--- src/rtl/cuei_pkg.sv ---
package cuei_pkg;

  localparam int GRP_W   = 4;
  localparam int KIND_W  = 3;

  localparam logic [7:0] OFF_CAUSE = 8'h00;
  localparam logic [7:0] OFF_MASK  = 8'h04;
  localparam logic [7:0] OFF_EADDR = 8'h08;

  typedef enum logic [1:0] {
    SEL_CAUSE = 2'd0,
    SEL_MASK  = 2'd1,
    SEL_EADDR = 2'd2,
    SEL_NONE  = 2'd3
  } reg_sel_e;

  function automatic reg_sel_e decode_off(input logic [7:0] off);
    case (off)
      OFF_CAUSE: decode_off = SEL_CAUSE;
      OFF_MASK:  decode_off = SEL_MASK;
      OFF_EADDR: decode_off = SEL_EADDR;
      default:   decode_off = SEL_NONE;
    endcase
  endfunction

  // Expand a fault kind into a cause group; the top bit is reserved.
  function automatic logic [GRP_W-1:0] kind_to_grp(input logic [KIND_W-1:0] k);
    kind_to_grp = {1'b0, k};
  endfunction

  // Implemented cause positions for a slot-present vector.
  function automatic logic [31:0] present_to_valid(input logic [31:0] present,
                                                   input int slots);
    logic [31:0] m;
    m = '0;
    for (int i = 0; i < slots; i++) begin
      if (present[i]) m[i*GRP_W +: KIND_W] = '1;
    end
    present_to_valid = m;
  endfunction

endpackage

--- src/rtl/cuei_cause_bank.sv ---
module cuei_cause_bank
  import cuei_pkg::*;
#(
  parameter int NUM_SLOTS = 8,
  parameter logic [NUM_SLOTS-1:0] SLOT_PRESENT = 8'b1011_0111,
  localparam int CW = NUM_SLOTS * GRP_W
) (
  input  logic                        clk,
  input  logic                        rst_n,
  input  logic [NUM_SLOTS-1:0]        ev_valid,
  input  logic [NUM_SLOTS*KIND_W-1:0] ev_kind,
  input  logic                        clr_en,
  input  logic [CW-1:0]               clr_keep,
  output logic [CW-1:0]               cause,
  output logic [CW-1:0]               set_vec,
  output logic [NUM_SLOTS-1:0]        slot_hit
);

  for (genvar s = 0; s < NUM_SLOTS; s++) begin : g_slot
    logic [GRP_W-1:0] grp_q;
    logic [GRP_W-1:0] grp_set;
    logic [GRP_W-1:0] grp_kept;

    if (SLOT_PRESENT[s]) begin : g_live
      assign grp_set = ev_valid[s] ? kind_to_grp(ev_kind[s*KIND_W +: KIND_W]) : '0;
    end else begin : g_rsvd
      assign grp_set = '0;
    end

    assign grp_kept = clr_en ? (grp_q & clr_keep[s*GRP_W +: GRP_W]) : grp_q;

    always_ff @(posedge clk) begin
      if (!rst_n) grp_q <= '0;
      else        grp_q <= grp_kept | grp_set;
    end

    assign cause[s*GRP_W +: GRP_W]   = grp_q;
    assign set_vec[s*GRP_W +: GRP_W] = grp_set;
    assign slot_hit[s]               = |grp_set;
  end

endmodule

--- src/rtl/cuei_addr_capture.sv ---
module cuei_addr_capture #(
  parameter int NUM_SLOTS = 8,
  parameter int ADDR_W    = 32
) (
  input  logic                        clk,
  input  logic                        rst_n,
  input  logic [NUM_SLOTS-1:0]        slot_hit,
  input  logic [NUM_SLOTS*ADDR_W-1:0] ev_addr,
  input  logic                        release_rd,
  output logic [ADDR_W-1:0]           addr_q,
  output logic                        held,
  output logic                        capture
);

  logic [ADDR_W-1:0] pick;

  // Lowest-numbered slot wins.
  always_comb begin
    pick = '0;
    for (int i = NUM_SLOTS - 1; i >= 0; i--) begin
      if (slot_hit[i]) pick = ev_addr[i*ADDR_W +: ADDR_W];
    end
  end

  assign capture = (|slot_hit) && (!held || release_rd);

  always_ff @(posedge clk) begin
    if (!rst_n) begin
      addr_q <= '0;
      held   <= 1'b0;
    end else begin
      if (capture) begin
        addr_q <= pick;
        held   <= 1'b1;
      end else if (release_rd) begin
        held   <= 1'b0;
      end
    end
  end

endmodule

--- src/rtl/cuei_regif.sv ---
module cuei_regif
  import cuei_pkg::*;
#(
  parameter int AW     = 4,
  parameter int DW     = 32,
  parameter int CW     = 32,
  parameter int ADDR_W = 32
) (
  input  logic              clk,
  input  logic              rst_n,
  input  logic              wr,
  input  logic              rd,
  input  logic [AW-1:0]     addr,
  input  logic [DW-1:0]     wdata,
  input  logic [CW-1:0]     cause,
  input  logic [ADDR_W-1:0] eaddr,
  input  logic [CW-1:0]     valid_mask,
  output logic              clr_en,
  output logic [CW-1:0]     clr_keep,
  output logic              eaddr_rd,
  output logic [CW-1:0]     mask_q,
  output logic [DW-1:0]     rdata
);

  reg_sel_e sel;

  assign sel      = decode_off(8'(addr));
  assign clr_en   = wr && (sel == SEL_CAUSE);
  assign clr_keep = wdata[CW-1:0];
  assign eaddr_rd = rd && (sel == SEL_EADDR);

  always_ff @(posedge clk) begin
    if (!rst_n)                      mask_q <= '0;
    else if (wr && sel == SEL_MASK)  mask_q <= wdata[CW-1:0] & valid_mask;
  end

  always_comb begin
    case (sel)
      SEL_CAUSE: rdata = DW'(cause);
      SEL_MASK:  rdata = DW'(mask_q);
      SEL_EADDR: rdata = DW'(eaddr);
      default:   rdata = '0;
    endcase
  end

endmodule

--- src/rtl/cuei_top.sv ---
module cuei_top
  import cuei_pkg::*;
#(
  parameter int NUM_SLOTS = 8,
  parameter int ADDR_W    = 32,
  parameter int AW        = 4,
  parameter logic [NUM_SLOTS-1:0] SLOT_PRESENT = 8'b1011_0111,
  localparam int DW = 32,
  localparam int CW = NUM_SLOTS * GRP_W,
  localparam logic [CW-1:0] VALID_MASK =
    CW'(present_to_valid(32'(SLOT_PRESENT), NUM_SLOTS))
) (
  input  logic                        clk,
  input  logic                        rst_n,
  input  logic                        reg_wr,
  input  logic                        reg_rd,
  input  logic [AW-1:0]               reg_addr,
  input  logic [DW-1:0]               reg_wdata,
  output logic [DW-1:0]               reg_rdata,
  input  logic [NUM_SLOTS-1:0]        ev_valid,
  input  logic [NUM_SLOTS*KIND_W-1:0] ev_kind,
  input  logic [NUM_SLOTS*ADDR_W-1:0] ev_addr,
  output logic                        irq
);

  logic [CW-1:0]        cause_q;
  logic [CW-1:0]        set_vec;
  logic [CW-1:0]        mask_q;
  logic [CW-1:0]        clr_keep;
  logic [NUM_SLOTS-1:0] slot_hit;
  logic                 clr_en;
  logic                 eaddr_rd;
  logic                 held;
  logic                 capture;
  logic [ADDR_W-1:0]    eaddr_q;

  cuei_cause_bank #(
    .NUM_SLOTS(NUM_SLOTS), .SLOT_PRESENT(SLOT_PRESENT)
  ) u_bank (
    .clk(clk), .rst_n(rst_n), .ev_valid(ev_valid), .ev_kind(ev_kind),
    .clr_en(clr_en), .clr_keep(clr_keep), .cause(cause_q),
    .set_vec(set_vec), .slot_hit(slot_hit)
  );

  cuei_addr_capture #(
    .NUM_SLOTS(NUM_SLOTS), .ADDR_W(ADDR_W)
  ) u_cap (
    .clk(clk), .rst_n(rst_n), .slot_hit(slot_hit), .ev_addr(ev_addr),
    .release_rd(eaddr_rd), .addr_q(eaddr_q), .held(held), .capture(capture)
  );

  cuei_regif #(
    .AW(AW), .DW(DW), .CW(CW), .ADDR_W(ADDR_W)
  ) u_regs (
    .clk(clk), .rst_n(rst_n), .wr(reg_wr), .rd(reg_rd), .addr(reg_addr),
    .wdata(reg_wdata), .cause(cause_q), .eaddr(eaddr_q),
    .valid_mask(VALID_MASK), .clr_en(clr_en), .clr_keep(clr_keep),
    .eaddr_rd(eaddr_rd), .mask_q(mask_q), .rdata(reg_rdata)
  );

  assign irq = |(cause_q & mask_q);

endmodule

--- config.mk ---
export PLATFORM = sky130hd
export DESIGN_NAME = cuei_top
export DESIGN_NICKNAME = d
export VERILOG_FILES = /design/src/rtl/cuei_pkg.sv /design/src/rtl/cuei_cause_bank.sv /design/src/rtl/cuei_addr_capture.sv /design/src/rtl/cuei_regif.sv /design/src/rtl/cuei_top.sv
export SDC_FILE = /design/constraint.sdc
export NUM_CORES = 1
export LEC_CHECK = 0
export ABC_CLOCK_PERIOD_IN_PS = 1750
export BUFFER_PORTS_ARGS = -buffer_cell sky130_fd_sc_hd__buf_2
export CELL_PAD_IN_SITES_DETAIL_PLACEMENT = 1
export CELL_PAD_IN_SITES_GLOBAL_PLACEMENT = 1
export CORE_MARGIN = 1
export CORE_UTILIZATION = 32
export CTS_CLUSTER_SIZE = 20
export DETAILED_ROUTE_END_ITERATION = 7
export GPL_ROUTABILITY_DRIVEN = 0
export GPL_TIMING_DRIVEN = 0
export PLACE_DENSITY_LB_ADDON = 0.2
export SETUP_SLACK_MARGIN = 0.2
export SYNTH_ARGS = -nofsm -noshare
export SYNTH_HDL_FRONTEND = slang
export SYNTH_SLANG_ARGS = --single-unit
--- constraint.sdc ---
create_clock -name clk -period 1.75 [get_ports clk]
set_input_delay 0.175 -clock clk [delete_from_list [all_inputs] [get_ports clk]]
set_output_delay 0.175 -clock clk [all_outputs]
set_load 0.03 [all_outputs]
# Word-level counts from Yosys, hierarchy flattened
# Cells that the tools add are included.
# Widths: inputs -> output; s select.
[classes]
n_eq_ne = 4
n_mux = 22
bitwise = 15
n_reduce_logical = 17
[ops]
columns = ["op", "n"]
rows = [
  ["$mux 32", 6],
  ["$pmux 32 s3", 1],
  ["$and 32x31->32", 1],
  ["$and 4x4->4", 8],
  ["$reduce_or 32->1", 1],
  ["$mux 4", 6],
  ["$or 4x4->4", 6],
  ["$reduce_or 24->1", 1],
  ["$reduce_or 4->1", 6],
  ["$mux 3", 6],
  ["$pmux 2 s3", 1],
  ["$eq 4x3->1 const B", 1],
  ["$eq 4x4->1 const B", 1],
  ["$logic_and 1x1->1", 4],
  ["$logic_not 4->1", 1],
  ["$eq 2x1->1 const B", 1],
  ["$eq 2x2->1 const B", 1],
  ["$logic_not 2->1", 1],
  ["$mux 1", 2],
  ["$reduce_bool 2->1", 1],
  ["$logic_not 1->1", 1],
  ["$logic_or 1x1->1", 1],
]
[totals]
register_bits = 83
inputBits = 328
out_inout_bits = 33
word_cells = 69

# Depth between registers and ports, before layout
[logic_depth]
word_depth = 8
depth_mapped = 6
depth_no_buf = 4

# By module
# From an unflattened synthesis, not the netlist that was laid out.
[hier_totals]
hier_cells = 852
hier_area_um2 = 7164.4
[modules_own_cells]
columns = ["module", "instances", "cells_per_inst", "area_per_inst_um2", "seq_area_each_um2"]
rows = [
  ["cuei_addr_capture", 1, 402, 3188.1, 660.6],
  ["cuei_regif", 1, 249, 2074.5, 640.6],
  ["cuei_cause_bank", 1, 178, 1736.7, 640.6],
  ["cuei_top", 1, 23, 165.2, 0.0],
]

# Worst setup path before layout
# Ideal clock, no wire load.
[synth_path]
path_kind = "input -> output"
from = "input reg_addr[2]"
to = "output reg_rdata[10]"
arrival_ps = 1369
t_required_ps = 1575
slack_ps = 206
stages = 6
n_path_buf = 3
cell_sequence = "nor4b_2 > buf_2 > buf_2 > buf_2 > a222oi_1 > inv_1"
[synth_between]
elab_chain_len = 4
[synth_lines]
columns = ["item", "line", "rtl"]
rows = [
  ["start: declaration", "cuei_top.sv:17", "input logic [AW-1:0] reg_addr,"],
  ["$eq 4x4->1 (tied with other cells)", "cuei_pkg.sv:18", "case (off)"],
  ["$pmux 2 s3 (*)", "cuei_pkg.sv:18", ""],
  ["$eq 2x2->1 (tied with other cells)", "cuei_regif.sv:38", "case (sel)"],
  ["$pmux 32 s3 (*)", "cuei_regif.sv:38", ""],
  ["end: declaration", "cuei_top.sv:19", "output logic [DW-1:0] reg_rdata,"],
]
# Every way passes the cells marked *; elsewhere a longest branch is shown, timed or not.

# Final worst setup path
[layout_path]
from = "register u_regs.mask_q[2]"
to = "output irq"
[layout_between]
elab_chain_len = 2
[layout_lines]
columns = ["item", "line", "rtl"]
rows = [
  ["start: declaration", "cuei_regif.sv:21", "output logic [CW-1:0] mask_q,"],
  ["start signal: assignment", "cuei_regif.sv:34", "else if (wr && sel == SEL_MASK) mask_q <= wdata[CW-1:0] & valid_mask;"],
  ["$and 32x31->32", "cuei_top.sv:61", "assign irq = |(cause_q & mask_q);"],
  ["$reduce_or 32->1", "cuei_top.sv:61", ""],
  ["end: declaration", "cuei_top.sv:23", "output logic irq"],
]
# No other way between the ends.

==> metrics.cfg <==
[status]
outcome = finished, violations left
failed_checks = setup timing

[synth]
ys_top_cells_by_area = sky130_fd_sc_hd__dfxtp_1, sky130_fd_sc_hd__o311ai_1, sky130_fd_sc_hd__o311ai_0, sky130_fd_sc_hd__a311o_1, sky130_fd_sc_hd__o311a_1
synth.top_cell.area_share = 0.260
synth.cell_area_um2 = 6400
synthFlopType = sky130_fd_sc_hd__dfxtp_1
synthesis.instances = 744
ys_types = 40
synth-seq-cells = 83
async_reset_ff_frac = 0
post_synthesis_area_per_instance_um2 = 8.61
synth_commonest_cells = sky130_fd_sc_hd__dfxtp_1, sky130_fd_sc_hd__o311ai_1, sky130_fd_sc_hd__nand2_1
seq_area_frac_synth = 0.260
yosys_warnings = 0
yosysMostFrequentCell = sky130_fd_sc_hd__dfxtp_1
postSynthNetCount = 1072
largest_area_contributor_in_the_netlist = sky130_fd_sc_hd__dfxtp_1
edff_count_synth = 0

[setup_path]
worst-path-max-fanout = 2
critPathCaptureType = output pin
cpMaxStageDelayCell = sky130_fd_sc_hd__dfxtp_2
reg2reg_slack_ns = 0.26
required_ns = 1.57
rr_startpoint = u_cap.held
critPathCapture = irq
cp_cell_sequence = a22o_1 -> a221oi_2 -> and3_1 -> nand4_1 -> buf_6
crit_family = compound AO/OA/AOI/OAI gates
critical_path_buf_inv_count = 1
stages_on_worst_setup_path = 5
worst_r2r_path_depth = 5
worst_ep_arrival_time_ns = 1.68
timing.setup.critical_path_class = flip-flop to output pin
max_stage_delay_ns = 0.34
worstSetupStartpointType = flip-flop
critical_path.reg2reg.endpoint = u_cap.addr_q[1]
timing.critical_path.from = u_regs.mask_q[2]

[floorplanning]
floorplan.initialDensity = 0.328
die-width_um = 143
floorplan.rows = 51
core_region_area_um2 = 19500
dieArea_um2 = 20600
ios = 361
die_y_um = 143

[routing]
final_antenna_net_count = 0
initialDrtViolationCount = 493
drt-vias-per-instance = 5.97
drt_first_pass_iters = 5
detail_route.wl_per_cell_um = 23.4
routed_wl_um = 31400
detail_route.drc_violations = 0
dr_total_vias = 8006

[place]
port_buffers = 281
dp_hpwl_um = 24000

[global_route]
first_global_vias = 7853
grt_pass1_wl_um = 45500
antenna_violations_before_repair = 3
grt_max_degree = 14
grt_util_all_layers = 0.294
grt_residual_overflow = 0

[sta]
setup-violations-final = 1
final-hold-violation-count = 0
period_needed_ns = 1.86
setup_repair_after_global_routing_missed_its_margin = yes
worst_slew_pin_slew_ns = 0.599
final_min_period_over_clock_period = 1.06
worst_clock_skew_ns = 0.00531
slew_headroom = 0.601
fmaxAchievable_mhz = 539
tns_ns = -0.105
final_max_slew_viol_count = 0
timing.final.ws_setup_ns = -0.105

[cells_and_area]
area.growth.synth_to_final_pct = 47.1
final_nets = 1394
multi_input_area_um2 = 4210
post_route_cells_drive_above_1_share = 0.415
final-seq-area_um2 = 1670
filler_cell_count = 2352

[clock_tree]
cts_buffer_count = 9
clk_root_buf = sky130_fd_sc_hd__clkbuf_16
clock_insertion_delay_at_the_later_pin_of_the_skew_report_ns = 0.34
clk_pin_slew_ns = 0.06
cts_tree = yes
number_of_clock_sinks = 83
cts_hold_repair.buffers = 0
max-clock-path-buffers = 2
h-tree-depth = 3

[pwr]
cellLeakagePower_uw = 0.00416
powerDensity_nw_per_um2 = 625
peakVddDrop_v = 0.000487
total_power_uw = 5890

[flow_run]
cap_viol_max_count = 0

[worst_hold_path]
min-delay-path-class = input pin to flip-flop

[where the power goes]
group | internal (µW) | switching, µW
clock network | 1220 | 793
registers | 2000 | 113
logic | 807 | 954
[cells in the final DEF (no fill, tap or decap), types with 4 or more instances in the layout]
cell,instances
sky130_fd_sc_hd__a32oi_1,17
sky130_fd_sc_hd__diode_2,6
sky130_fd_sc_hd__a222oi_1,18
sky130_fd_sc_hd__clkbuf_4,4
sky130_fd_sc_hd__buf_12,4
sky130_fd_sc_hd__buf_6,49
sky130_fd_sc_hd__clkbuf_1,29
sky130_fd_sc_hd__o211a_1,14
sky130_fd_sc_hd__o21ai_0,14
sky130_fd_sc_hd__dfxtp_1,80
sky130_fd_sc_hd__a21boi_1,26
sky130_fd_sc_hd__a21oi_1,33
sky130_fd_sc_hd__a22o_1,16
sky130_fd_sc_hd__o311ai_0,36
sky130_fd_sc_hd__a32oi_2,15
sky130_fd_sc_hd__buf_8,13
sky130_fd_sc_hd__a21boi_0,10
sky130_fd_sc_hd__nand2_1,57
sky130_fd_sc_hd__o22a_1,32
sky130_fd_sc_hd__buf_1,5
sky130_fd_sc_hd__clkbuf_8,4
sky130_fd_sc_hd__clkbuf_16,10
sky130_fd_sc_hd__inv_1,51
sky130_fd_sc_hd__a211o_1,32
sky130_fd_sc_hd__or2_1,18
sky130_fd_sc_hd__buf_4,23
sky130_fd_sc_hd__o31a_1,4
sky130_fd_sc_hd__o311a_1,32
sky130_fd_sc_hd__o311ai_1,60
sky130_fd_sc_hd__or2_2,14
sky130_fd_sc_hd__o31ai_4,5
sky130_fd_sc_hd__o21ai_1,4
sky130_fd_sc_hd__clkbuf_2,9
sky130_fd_sc_hd__buf_2,275
sky130_fd_sc_hd__a311o_1,32
[repair_timing]
action                                 CTS  global route
endpoints found under the hold margin    0             0
cloned                                   3             1
pin swaps                               24            20
buffers inserted                        16            10
setup endpoints to repair               94            90
gates resized for setup                118            88
[routing by layer]
metal,vias up,track usage,share of wire
li1,3729,-,-
met1,3874,0.377,0.42
met2,359,0.503,0.48
met3,44,0.0443,0.069
met4,0,0.0896,0.025
met5,-,0,0
[kinds of logic (layout without fill, tap and decap cells)]
family / Yosys count / after routing / synth area share
compound gates: 409 / 409 / 0.550
simple gates: 97 / 97 / 0.0776
flops: 83 / 83 / 0.260
other cells: 0 / 6 / 0
buf+inv: 155 / 482 / 0.113
[worst reg2reg max path: stages, from the launching register on]
cell                       delay (ns)
sky130_fd_sc_hd__dfxtp_1         0.30
sky130_fd_sc_hd__inv_1           0.17
sky130_fd_sc_hd__buf_1           0.42
sky130_fd_sc_hd__a211o_1         0.18
sky130_fd_sc_hd__o311ai_1        0.13
sky130_fd_sc_hd__a21oi_1         0.21
[through the flow]
step	utilization	hold slack, ns	instances	instance area (µm²)	setup WS (ns)
finish	0.482	0.0713	1342	9420	-0.105
global route	0.482	0.0690	1338	9410	-0.141
CTS	0.465	0.0672	1325	9080	-0.0536
detailed placement	0.417	0.424	1290	8140	-0.496
global placement	0.417	0.418	1290	8140	-0.506
floorplan	-	0.310	744	6400	0.206
[how the worst min path moves through the flow]
stage | start | end | slack (ns) | depth (start not counted)
after global placement | reg_wdata[7] | u_bank.g_slot[1].grp_q[3] | 0.42 | 2
final | reg_wdata[7] | u_bank.g_slot[1].grp_q[3] | 0.07 | 2
after floorplan | reg_wdata[10] | u_regs.mask_q[10] | 0.31 | 2
after detailed placement | reg_wdata[11] | u_bank.g_slot[2].grp_q[3] | 0.42 | 2
after global routing | reg_wdata[7] | u_bank.g_slot[1].grp_q[3] | 0.07 | 2
after CTS | reg_wdata[11] | u_bank.g_slot[2].grp_q[3] | 0.07 | 2
[registers in the layout, indices dropped and copies added (netlist names)]
name and cells:
u_bank.g_slot.grp_q 32, u_cap.addr_q 32, u_regs.mask_q 18, u_cap.held 1
[cell type report]
type,instances,area share
clock inverters,3,0.00478
diodes,6,0.00159
repair buffers,311,0.213
inverters,51,0.0203
plain buffers,104,0.0736
well taps,265,0.0352
flip-flops and latches,83,0.177
clock buffers,13,0.0287
multi-input cells,506,0.446
Power figures use the tool's default switching activity.
